`src/rtl/pwrfail_pkg.sv`:
```
package pwrfail_pkg;
  // {mode_sel, ext_pf_n}
  typedef enum logic [1:0] {
    PF_MODE_INTSENSE = 2'b00,
    PF_MODE_TEST     = 2'b01,
    PF_MODE_EXTFAIL  = 2'b10,
    PF_MODE_EXTOK    = 2'b11
  } pf_mode_e;

  localparam int unsigned PF_NUM_IN = 3;
  localparam int unsigned PF_IDX_INT = 0;
  localparam int unsigned PF_IDX_PIN = 1;
  localparam int unsigned PF_IDX_SEL = 2;
  // reset levels: sel=1, pin=1, int=0 -> healthy external mode
  localparam logic [PF_NUM_IN-1:0] PF_IN_RST = 3'b110;

  function automatic pf_mode_e pf_decode(logic sel, logic pin_n);
    return pf_mode_e'({sel, pin_n});
  endfunction
endpackage

```
`src/rtl/pf_sync.sv`:
```
module pf_sync #(
  parameter int unsigned WIDTH = 1,
  parameter int unsigned STAGES = 2,
  parameter logic [WIDTH-1:0] RST_VAL = '0
) (
  input  logic             clk_i,
  input  logic             rst_ni,
  input  logic [WIDTH-1:0] d_i,
  output logic [WIDTH-1:0] q_o
);
  for (genvar s = 0; s < STAGES; s++) begin : g_stage
    logic [WIDTH-1:0] r_q;
    if (s == 0) begin : g_first
      always_ff @(posedge clk_i or negedge rst_ni)
        if (!rst_ni) r_q <= RST_VAL;
        else         r_q <= d_i;
    end else begin : g_next
      always_ff @(posedge clk_i or negedge rst_ni)
        if (!rst_ni) r_q <= RST_VAL;
        else         r_q <= g_stage[s-1].r_q;
    end
  end
  assign q_o = g_stage[STAGES-1].r_q;
endmodule

```
`src/rtl/pf_filter.sv`:
```
module pf_filter #(
  parameter int unsigned LEN = 4,
  parameter logic RST_VAL = 1'b0
) (
  input  logic clk_i,
  input  logic rst_ni,
  input  logic d_i,
  output logic q_o
);
  localparam int unsigned CW = (LEN < 2) ? 1 : $clog2(LEN);
  localparam logic [CW-1:0] LAST = CW'(LEN - 1);

  logic [CW-1:0] cnt_q;
  logic          lvl_q;

  // accept a new level after LEN consecutive differing samples
  always_ff @(posedge clk_i or negedge rst_ni) begin
    if (!rst_ni) begin
      cnt_q <= '0;
      lvl_q <= RST_VAL;
    end else if (d_i == lvl_q) begin
      cnt_q <= '0;
    end else if (cnt_q == LAST) begin
      cnt_q <= '0;
      lvl_q <= d_i;
    end else begin
      cnt_q <= cnt_q + 1'b1;
    end
  end
  assign q_o = lvl_q;
endmodule

```
`src/rtl/pf_flag_core.sv`:
```
module pf_flag_core
  import pwrfail_pkg::*;
(
  input  logic clk_i,
  input  logic rst_ni,
  input  logic int_f_i,
  input  logic pin_f_i,
  input  logic sel_f_i,
  input  logic exec_wr_i,
  output logic flag_o,
  output logic test_mode_o
);
  pf_mode_e mode;
  logic     set_req;
  logic     flag_q;

  assign mode = pf_decode(sel_f_i, pin_f_i);

  always_comb begin
    unique case (mode)
      PF_MODE_INTSENSE: set_req = int_f_i;
      PF_MODE_EXTFAIL:  set_req = 1'b1;
      default:          set_req = 1'b0;
    endcase
  end

  // set has priority over the execute-address clear
  always_ff @(posedge clk_i or negedge rst_ni) begin
    if (!rst_ni)        flag_q <= 1'b1;
    else if (set_req)   flag_q <= 1'b1;
    else if (exec_wr_i) flag_q <= 1'b0;
  end

  assign flag_o      = flag_q;
  assign test_mode_o = (mode == PF_MODE_TEST);
endmodule

```
`src/rtl/pwrfail_flag.sv`:
```
module pwrfail_flag
  import pwrfail_pkg::*;
#(
  parameter int unsigned SYNC_STAGES = 2,
  parameter int unsigned FILT_LEN = 4
) (
  input  logic clk_i,
  input  logic rst_ni,
  input  logic int_fail_i,
  input  logic ext_pf_ni,
  input  logic mode_sel_i,
  input  logic exec_wr_i,
  output logic flag_o,
  output logic test_mode_o
);
  logic [PF_NUM_IN-1:0] raw_in, sync_in, filt_in;

  assign raw_in[PF_IDX_INT] = int_fail_i;
  assign raw_in[PF_IDX_PIN] = ext_pf_ni;
  assign raw_in[PF_IDX_SEL] = mode_sel_i;

  pf_sync #(.WIDTH(PF_NUM_IN), .STAGES(SYNC_STAGES), .RST_VAL(PF_IN_RST)) u_sync (
    .clk_i (clk_i),
    .rst_ni(rst_ni),
    .d_i   (raw_in),
    .q_o   (sync_in)
  );

  for (genvar i = 0; i < PF_NUM_IN; i++) begin : g_filt
    pf_filter #(.LEN(FILT_LEN), .RST_VAL(PF_IN_RST[i])) u_filt (
      .clk_i (clk_i),
      .rst_ni(rst_ni),
      .d_i   (sync_in[i]),
      .q_o   (filt_in[i])
    );
  end

  pf_flag_core u_core (
    .clk_i      (clk_i),
    .rst_ni     (rst_ni),
    .int_f_i    (filt_in[PF_IDX_INT]),
    .pin_f_i    (filt_in[PF_IDX_PIN]),
    .sel_f_i    (filt_in[PF_IDX_SEL]),
    .exec_wr_i  (exec_wr_i),
    .flag_o     (flag_o),
    .test_mode_o(test_mode_o)
  );
endmodule

```
`config.mk`:
```
export PLATFORM = sky130hd
export DESIGN_NAME = pwrfail_flag
export DESIGN_NICKNAME = d
export VERILOG_FILES = /design/src/rtl/pwrfail_pkg.sv /design/src/rtl/pf_sync.sv /design/src/rtl/pf_filter.sv /design/src/rtl/pf_flag_core.sv /design/src/rtl/pwrfail_flag.sv
export SDC_FILE = /design/constraint.sdc
export NUM_CORES = 1
export LEC_CHECK = 0
export BUFFER_PORTS_ARGS = -buffer_cell sky130_fd_sc_hd__buf_2
export CAP_MARGIN = 20
export CORE_AREA = 2 2 39 41
export CTS_CLUSTER_SIZE = 10
export DETAILED_ROUTE_END_ITERATION = 12
export DIE_AREA = 0 0 41 43
export GPL_TIMING_DRIVEN = 1
export PLACE_DENSITY = 0.69
export SYNTH_ARGS = -nofsm -noshare
export SYNTH_HDL_FRONTEND = slang
export SYNTH_SLANG_ARGS = --single-unit
```
`constraint.sdc`:
```
create_clock -name clk_i -period 2 [get_ports clk_i]
set_input_delay 0.2 -clock clk_i [delete_from_list [all_inputs] [get_ports clk_i]]
set_output_delay 0.2 -clock clk_i [all_outputs]
set_load 0.005 [all_outputs]
```
==> results of run 1 <==
## per-stage QoR
step / util (%) / instance area [um^2] / hold slack, ns / std cells
6_report: 50.0 / 692 / 0.0119 / 65
5_1_grt: 50.0 / 692 / 0.00914 / 65
4_1_cts: 50.0 / 692 / 0.00717 / 65
3_5_place_dp: 45.9 / 636 / 0.122 / 58
2_1_floorplan: - / 581 / -0.0956 / 35
3_3_place_gp: 45.9 / 636 / 0.112 / 58
## report_power, final
| part | leakage, nW | internal, W | switching (W) |
|---|---|---|---|
| logic | 0.123 | 0.000141 | 0.0000943 |
| registers | 0.186 | 0.000447 | 0.0000670 |
| clock network | 0.0150 | 0.0000776 | 0.0000989 |
| total | 0.324 | 0.000665 | 0.000260 |
## state kept, by name (all words and copies together), names as in the netlist
| signal | flops |
|---|---|
| g_filt.u_filt.cnt_q | 6 |
| g_filt.u_filt.q_o | 3 |
| u_core.flag_o | 1 |
| u_sync.g_stage.r_q | 3 |
| u_sync.q_o | 3 |
## per-layer routing
layer	global-route usage, %	vias to the layer above	share of wire [%]
li1	-	146	-
met1	12.7	149	40
met2	18.4	10	50
met3	3.14	4	5.9
met4	12.0	0	4.2
met5	0	-	0
## final cells by class
cell class	count	area [um^2]	share of cell area (%)
tap	16	20.0	2.89
timing repair buffer	10	65.1	9.40
clock buffer	4	26.3	3.80
inverter	1	3.75	0.542
sequential	16	409	59.1
multi-input combinational	18	168	24.2
## logic make-up after synthesis
logic type               Yosys count
XOR/XNOR                           3
AND/OR/NAND/NOR                    8
flip-flops                        16
AO/OA/AOI/OAI                      1
adder cells (fa/ha/maj)            3
multiplexers                       3
buffers and inverters              1
## what timing repair did
item                                    in CTS  in global routing
endpoints found under the hold margin       11                  0
endpoints found under the setup margin       0                  0
hold buffers                                 3                  0
## cells in the final DEF (no fill, tap or decap), drive strengths merged
cell and n:
inv 1, dfrtp 9, nor3b 1, o22ai 1, buf 7, nor2 1, xor2 1, mux2 3
dfstp 7, clkbuf 4, xnor2 2, and2 1, ha 3, nor3 2, and2b 1, dlygate4sd3 3
nor2b 2
## worst max path at each step
stage,startpoint,to,slack [ns],cells past startpoint
after floorplan,g_filt[0].u_filt.cnt_q[0]$_DFF_PN0_,g_filt[0].u_filt.q_o$_DFFE_PN0P_,1.03,2
after global placement,g_filt[2].u_filt.q_o$_DFFE_PN1P_,test_mode_o,0.99,2
after detailed placement,g_filt[0].u_filt.cnt_q[0]$_DFF_PN0_,g_filt[0].u_filt.q_o$_DFFE_PN0P_,0.96,2
after CTS,g_filt[2].u_filt.q_o$_DFFE_PN1P_,test_mode_o,0.64,2
after global routing,g_filt[2].u_filt.q_o$_DFFE_PN1P_,test_mode_o,0.61,2
final,g_filt[2].u_filt.q_o$_DFFE_PN1P_,test_mode_o,0.65,2
==> impl_metrics.csv, run 1 <==
group,metric,value,unit
run_status,outcome,"finished clean",
synthesis,synth_edf_count,0,
clocking,cts.clk_slew.worst_paths,0.09,ns
timing,worst_slack,0.646,ns
synthesis,synth_top_family_by_area,"simple AND/OR/NAND/NOR gates",
worst_setup_path,startpoint_type,"register",
cells_and_area,antennaDiodeCount,0,
timing,timing.final.crit_period,1.35,ns
power_and_ir_drop,power,0.000925,W
worst_setup_path,worst_ep_required_time,1.80,ns
place,portBuffers,7,
synthesis,synth-compound-area-share,1.08,%
synthesis,yosys.area_share.simple,11.0,%
global_routing,grt_pass1_wl,1.30,mm
synthesis,muxShareOfSynthArea,5.82,%
clocking,tritoncts,"done",
worst_setup_path,reg2reg_slack,0.96,ns
clocking,clk_latency,0.29,ns
worst_setup_path,worstSetupPathType,"register to primary output",
timing,skew,0.00158,ns
clocking,cts_buffers,3,
power_and_ir_drop,irDropWorstVdd,0.472,mV
synthesis,syn_avg_cell_area,16.6,um^2
hold_path,worstHoldStart,"int_fail_i",
place,globalplace.congestion,0.661,
power_and_ir_drop,p_per_area,1340,nW/um^2
synthesis,synth_area_leaders,"dfrtp_1, dfstp_2, ha_1",
clocking,ctsResizeCount,0,
worst_setup_path,timing.rr.start,"g_filt[0].u_filt.cnt_q[0]$_DFF_PN0_",
global_routing,grt_usage,12.3,%
timing,fmax,0.739,GHz
global_routing,grt_max_degree,17,
place,place_ws,0.956,ns
power_and_ir_drop,leakage,0.324,nW
worst_setup_path,worst_r2r_endpoint,"g_filt[0].u_filt.q_o$_DFFE_PN0P_",
routing,postRouteAntennaNets,0,
synthesis,synth_common_cells,"dfrtp_1, dfstp_2, ha_1, mux2_2",
worst_setup_path,cp.arrival,1.15,ns
global_routing,grt_pass1_vias,342,
cells_and_area,n_fill_cell,123,
worst_setup_path,crit_chain,"and2b_1 -> buf_2",
routing,drt_iter0_markers,0,
worst_setup_path,reg2reg_depth,2,
clocking,cts_buffer_depth,2,
worst_setup_path,crit_fanout,4,
synthesis,yosysWarnings,0,
hold_path,hp-class,"input port to register",
routing,wire_per_inst,12.0,um
timing,setup_viol,0,
floorplan,rows,14,
routing,wl,781,um
synthesis,ys.flop_type,"dfrtp_1",
clocking,cts-root-buf,"clkbuf_4",
synthesis,syn_nets,44,
synthesis,ys_seq_area_share,70.5,%
floorplan,die-area,1760,um^2
synthesis,synth_area_leader_cell,"dfrtp_1",
timing,fin_crit_sh,67.7,%
timing,maxSlewHeadroom,77.6,%
floorplan,die_y,43,um
floorplan,ios,8,
worst_setup_path,end_kind,"primary output",
synthesis,synthXorXnorAreaFrac,4.53,%
synthesis,netlist_area,581,um^2
worst_setup_path,critPathTopFamily,"flip-flops",
worst_setup_path,max_stage_delay,0.56,ns
clocking,h-tree-depth,1,
timing,grt_setup_unrepaired,"no",
floorplan,die_x,41,um
run,drv_cap,0,
worst_setup_path,crit_slowest_cell,"dfstp_2",
routing,viasPerCell,4.75,
routing,num_vias,309,
timing,hold_viol,0,
clocking,postCtsSetupBuffers,0,
worst_setup_path,worst-path-buf-inv,1,
synthesis,synth_most_common_cell,"dfrtp_1",
synthesis,synth_cell_type_count,14,
timing,slew_viol_final,0,
place,dp_hpwl,568,um
clocking,clock_sinks,16,
floorplan,start_util,42.0,%
hold_path,worstHoldPathCells,1,
cells_and_area,drive_gt1_share,49.0,%
routing,firstDrtPassIters,1,
synthesis,synth_top_area_share,38.8,%
synthesis,synth-adder-area-share,6.47,%
routing,drt_drc_violations_left,0,
synthesis,synthArstFlopShare,100,%
cells_and_area,syn_to_final_growth,19.2,%
timing,fin_tns_setup,0,ns
hold_path,whs_endpoint,"u_sync.g_stage[0].r_q[0]$_DFF_PN0_",
timing,worstMarginPinSlew,0.336,ns
floorplan,coreArea,1380,um^2
global_routing,overflow,0,
synthesis,synth-seq-cells,16,
cells_and_area,fin_nets,59,
global_routing,grt_antenna_before_repair,0,
synthesis,syn_inst,35,
Power figures use the tool's default switching activity.
==> run 2, diff against run 1 <==
Clock period 2 ns to 1.4 ns, I/O delays scaled along.
==> impl_metrics.csv, run 2 (synthesis gave the netlist of run 1 again) <==
group,metric,value,unit
floorplan,start_util,42.0,%
timing,timing.final.crit_period,1.29,ns
floorplan,die_x,41,um
global_routing,grt_antenna_before_repair,0,
routing,drt_drc_violations_left,0,
global_routing,overflow,0,
routing,postRouteAntennaNets,0,
timing,fin_crit_sh,91.9,%
cells_and_area,regMostFlops,"g_filt.u_filt.cnt_q",
power_and_ir_drop,pwr-share-comb,24.5,%
floorplan,die-area,1760,um^2
worst_setup_path,startpoint_type,"register",
worst_setup_path,reg2reg_slack,0.37,ns
power_and_ir_drop,p_sw_share,26.7,%
floorplan,coreArea,1380,um^2
routing,viasPerCell,4.61,
cells_and_area,drive_gt1_share,50.0,%
floorplan,ios,8,
cells_and_area,antennaDiodeCount,0,
global_routing,grt_busiest_layer,"met2",
global_routing,grt_use_met3,4.71,%
global_routing,use_met2,16.9,%
clocking,cts.clk_slew.worst_paths,0.09,ns
power_and_ir_drop,seqPwrFrac,53.7,%
worst_setup_path,worst_ep_required_time,1.26,ns
floorplan,rows,14,
timing,setup_viol,0,
global_routing,grt_pass1_vias,333,
floorplan,die_y,43,um
routing,wire_per_inst,11.8,um
worst_setup_path,max_stage_delay,0.57,ns
global_routing,grt_pass1_wl,1.36,mm
power_and_ir_drop,p_per_area,1920,nW/um^2
worst_setup_path,cp.arrival,1.15,ns
global_routing,grt_max_degree,17,
routing,drt_iter0_markers,0,
worst_setup_path,worstSetupPathType,"register to primary output",
timing,fmax,0.777,GHz
power_and_ir_drop,irDropWorstVdd,0.856,mV
clocking,cts_buffer_depth,2,
hold_path,hp-class,"input port to register",
worst_setup_path,crit_fanout,4,
timing,hold_viol,0,
global_routing,grt_use_met1,14.6,%
routing,wl,779,um
clocking,postCtsSetupBuffers,0,
clocking,clock_sinks,16,
cells_and_area,mostFrequentLayoutCell,"dfrtp_1",
routing,num_vias,304,
place,globalplace.congestion,0.607,
timing,fin_tns_setup,0,ns
timing,slew_viol_final,0,
cells_and_area,syn_to_final_growth,22.6,%
timing,skew,0.00442,ns
worst_setup_path,end_kind,"primary output",
routing,firstDrtPassIters,1,
global_routing,grt_usage,12.6,%
cells_and_area,final_cell_mix,"dfrtp_1, dfstp_2, buf_2, dlygate4sd3_1",
clocking,tritoncts,"done",
run,drv_cap,0,
worst_setup_path,crit_chain,"and2b_1 -> buf_2",
run_status,outcome,"finished clean",
timing,grt_setup_unrepaired,"no",
power_and_ir_drop,p_clk_share,21.8,%
place,portBuffers,7,
power_and_ir_drop,p_sw,0.000364,W
power_and_ir_drop,p_int,0.00100,W
timing,holdWs,0.00509,ns
power_and_ir_drop,leakage,0.334,nW
clocking,cts-root-buf,"clkbuf_4",
timing,worstMarginPinSlew,0.341,ns
clocking,h-tree-depth,1,
clocking,cts_buffers,3,
timing,maxSlewHeadroom,77.2,%
cells_and_area,largest_reg_flops,6,
cells_and_area,fin_nets,60,
worst_setup_path,crit_slowest_cell,"dfstp_2",
clocking,clk_latency,0.28,ns
[run 2: cell count changes in the layout (fill, tap and decap cells not counted)]
cell           previous run  this run
clkbuf_1                  1         0
clkbuf_8                  0         1
dlygate4sd3_1             3         4
[run 2: final cells by class]
| class | count | area [um^2] |
|---|---|---|
| repair buffers | 11 | 75.1 |
| clock buffers | 4 | 36.3 |
| multi-input cells | 18 | 168 |
| well taps | 16 | 20.0 |
| inverters | 1 | 3.75 |
| flip-flops and latches | 16 | 409 |
| fillers | 123 | 672 |
[run 2: timing repair]
action	4_1_cts	5_1_grt
endpoints found under the hold margin	12	0
hold buffers	4	0
resized for setup	0	0
[run 2: layer usage]
| layer | vias to the layer above | share of wire, % | wire [um] |
|---|---|---|---|
| li1 | 148 | - | - |
| met4 | 0 | 4.0 | 31 |
| met5 | - | 0 | 0 |
| met3 | 4 | 6.4 | 50 |
| met2 | 10 | 46 | 358 |
| met1 | 142 | 44 | 339 |
[run 2: power by group through the flow]
stage	sequential [W]	combinational (W)	clock (W)
after floorplan	0.000723	0.000248	0
after global placement	0.000732	0.000306	0
after detailed placement	0.000747	0.000335	0
after CTS	0.000738	0.000348	0.000309
after global routing	0.000755	0.000386	0.000332
final	0.000732	0.000334	0.000297
[run 2: critical path: cells and delay by family (launching register included)]
kind	cells	cell delay, ns
and+or+nand+nor	1	0.17
DFF	1	0.57
buffers and inverters	1	0.12
[run 2: final timing paths]
| check | cells past startpoint | end | from |
|---|---|---|---|
| setup / recovery | 2 | test_mode_o | g_filt[2].u_filt.q_o$_DFFE_PN1P_ |
| hold / removal | 2 | u_core.flag_o$_DFFE_PN1P_ | exec_wr_i |
| setup reg to reg | 2 | g_filt[0].u_filt.q_o$_DFFE_PN0P_ | g_filt[0].u_filt.cnt_q[0]$_DFF_PN0_ |
| hold reg to reg | 0 | u_sync.q_o[1]$_DFF_PN1_ | u_sync.g_stage[0].r_q[1]$_DFF_PN1_ |
| max in group asynchronous | 2 | u_sync.g_stage[0].r_q[2]$_DFF_PN1_ | rst_ni |
| min in group asynchronous | 2 | g_filt[2].u_filt.cnt_q[0]$_DFF_PN0_ | rst_ni |
[run 2: metrics by stage]
step / utilization, % / total power (W) / setup slack [ns] / instance area [um^2] / std cells
2_1_floorplan: - / 0.000970 / 0.429 / 581 / 35
3_5_place_dp: 45.9 / 0.00108 / 0.383 / 636 / 58
4_1_cts: 51.4 / 0.00139 / 0.0958 / 712 / 66
6_report: 51.4 / 0.00136 / 0.113 / 712 / 66
5_1_grt: 51.4 / 0.00147 / 0.0606 / 712 / 66
3_3_place_gp: 45.9 / 0.00104 / 0.420 / 636 / 58
==> run 3, diff against run 2 <==
Settings changed: PLACE_DENSITY 0.69 to 0.64.
Clock period 1.4 ns to 1.35 ns, I/O delays scaled along.
==> impl_metrics.csv, run 3 (synthesis gave the netlist of run 1 again) <==
group,metric,value,unit
place,place_area,636,um^2
floorplan,start_util,42.0,%
worst_setup_path,cp.arrival,1.15,ns
routing,postRouteAntennaNets,0,
cells_and_area,mostFrequentLayoutCell,"dfrtp_1",
worst_setup_path,critPathTopFamily,"flip-flops",
routing,drt_iter0_markers,0,
worst_setup_path,worst-path-buf-inv,1,
routing,num_vias,310,
floorplan,ios,8,
worst_setup_path,end_kind,"primary output",
global_routing,grt_pass1_vias,366,
routing,viasPerCell,4.70,
cells_and_area,fin_nets,60,
global_routing,grt_usage,14.6,%
timing,maxSlewHeadroom,77.9,%
timing,holdWs,0.0310,ns
worst_setup_path,crit_chain,"and2b_1 -> buf_2",
cells_and_area,regMostFlops,"g_filt.u_filt.cnt_q",
worst_setup_path,crit_fanout,4,
global_routing,grt_antenna_before_repair,0,
cells_and_area,drive_gt1_share,50.0,%
routing,wire_per_inst,14.2,um
timing,hold_viol,0,
place,dp_hpwl,749,um
timing,fin_crit_sh,94.9,%
floorplan,die_y,43,um
clocking,cts.clk_slew.worst_paths,0.09,ns
timing,grt_setup_unrepaired,"no",
cells_and_area,largest_reg_flops,6,
clocking,h-tree-depth,1,
routing,firstDrtPassIters,1,
worst_setup_path,startpoint_type,"register",
timing,fin_tns_setup,0,ns
global_routing,grt_use_met3,3.14,%
floorplan,die_x,41,um
power_and_ir_drop,leakage,0.334,nW
global_routing,grt_use_met1,14.4,%
routing,drt_drc_violations_left,0,
timing,skew,0.00422,ns
power_and_ir_drop,irDropWorstVdd,0.851,mV
timing,timing.final.crit_period,1.28,ns
power_and_ir_drop,p_per_area,2010,nW/um^2
place,globalplace.congestion,0.604,
clocking,cts_buffers,3,
cells_and_area,final_area,712,um^2
place,portBuffers,7,
worst_setup_path,worst_ep_required_time,1.22,ns
global_routing,grt_max_degree,17,
run,drv_cap,0,
cells_and_area,final_cell_mix,"dfrtp_1, dfstp_2, buf_2, dlygate4sd3_1",
routing,wl,939,um
worst_setup_path,worstSetupPathType,"register to primary output",
clocking,cts_buffer_depth,2,
worst_setup_path,max_stage_delay,0.58,ns
timing,worstMarginPinSlew,0.331,ns
cells_and_area,fin_util,51.4,%
floorplan,rows,14,
timing,fmax,0.780,GHz
worst_setup_path,crit_slowest_cell,"dfstp_2",
clocking,tritoncts,"done",
floorplan,coreArea,1380,um^2
cells_and_area,syn_to_final_growth,22.6,%
clocking,clock_sinks,16,
timing,slew_viol_final,0,
global_routing,grt_pass1_wl,1.61,mm
run_status,outcome,"finished clean",
global_routing,grt_busiest_layer,"met2",
clocking,clk_latency,0.27,ns
cells_and_area,antennaDiodeCount,0,
floorplan,die-area,1760,um^2
clocking,cts-root-buf,"clkbuf_4",
clocking,ctsResizeCount,0,
global_routing,use_met2,26.9,%
timing,setup_viol,0,
global_routing,overflow,0,
hold_path,hp-class,"input port to register",
-- run 3: cell counts in the layout (fill, tap and decap cells not counted) --
Identical to the previous run, type by type.
-- run 3: cell type report --
type                    count  area [um^2]
flip-flops and latches     16          409
well taps                  16         20.0
inverters                   1         3.75
repair buffers             11         75.1
multi-input cells          18          168
clock buffers               4         36.3
fillers                   127          672
-- run 3: final timing paths --
path	from	slack [ns]	end	cells after the start
max in group asynchronous	rst_ni	0.76	u_sync.g_stage[0].r_q[1]$_DFF_PN1_	2
max reg2reg	g_filt[2].u_filt.cnt_q[0]$_DFF_PN0_	0.31	g_filt[2].u_filt.q_o$_DFFE_PN1P_	2
min reg2reg	u_sync.g_stage[0].r_q[1]$_DFF_PN1_	0.36	u_sync.q_o[1]$_DFF_PN1_	0
min in group asynchronous	rst_ni	0.29	g_filt[2].u_filt.cnt_q[1]$_DFF_PN0_	2
max	g_filt[2].u_filt.q_o$_DFFE_PN1P_	0.07	test_mode_o	2
min	exec_wr_i	0.03	u_core.flag_o$_DFFE_PN1P_	2
-- run 3: per-stage QoR --
| stage | instances | total power (W) | setup WS (ns) |
|---|---|---|---|
| 2_1_floorplan | 35 | 0.00101 | 0.379 |
| 3_3_place_gp | 58 | 0.00108 | 0.372 |
| 3_5_place_dp | 58 | 0.00115 | 0.317 |
| 4_1_cts | 66 | 0.00146 | 0.0593 |
| 5_1_grt | 66 | 0.00154 | 0.00895 |
| 6_report | 66 | 0.00143 | 0.0683 |
-- run 3: worst reg2reg max path: stages (launching register included) --
cell     delay, ns
dfrtp_1       0.40
ha_1          0.22
mux2_2        0.36
-- run 3: layer usage --
layer / vias to the layer above / share of wire, %
li1: 147 / -
met1: 154 / 36
met2: 7 / 60
met3: 2 / 3.3
met4: 0 / 0.53
met5: - / 0
-- run 3: power breakdown --
part           internal, W  switching, W  total [W]
logic             0.000214      0.000149   0.000363
clock network     0.000164      0.000132   0.000296
registers         0.000662      0.000108   0.000770
-- run 3: what timing repair did --
action                    CTS  global route
setup buffers               0             0
hold buffers                4             0
hold endpoints to repair   12             0
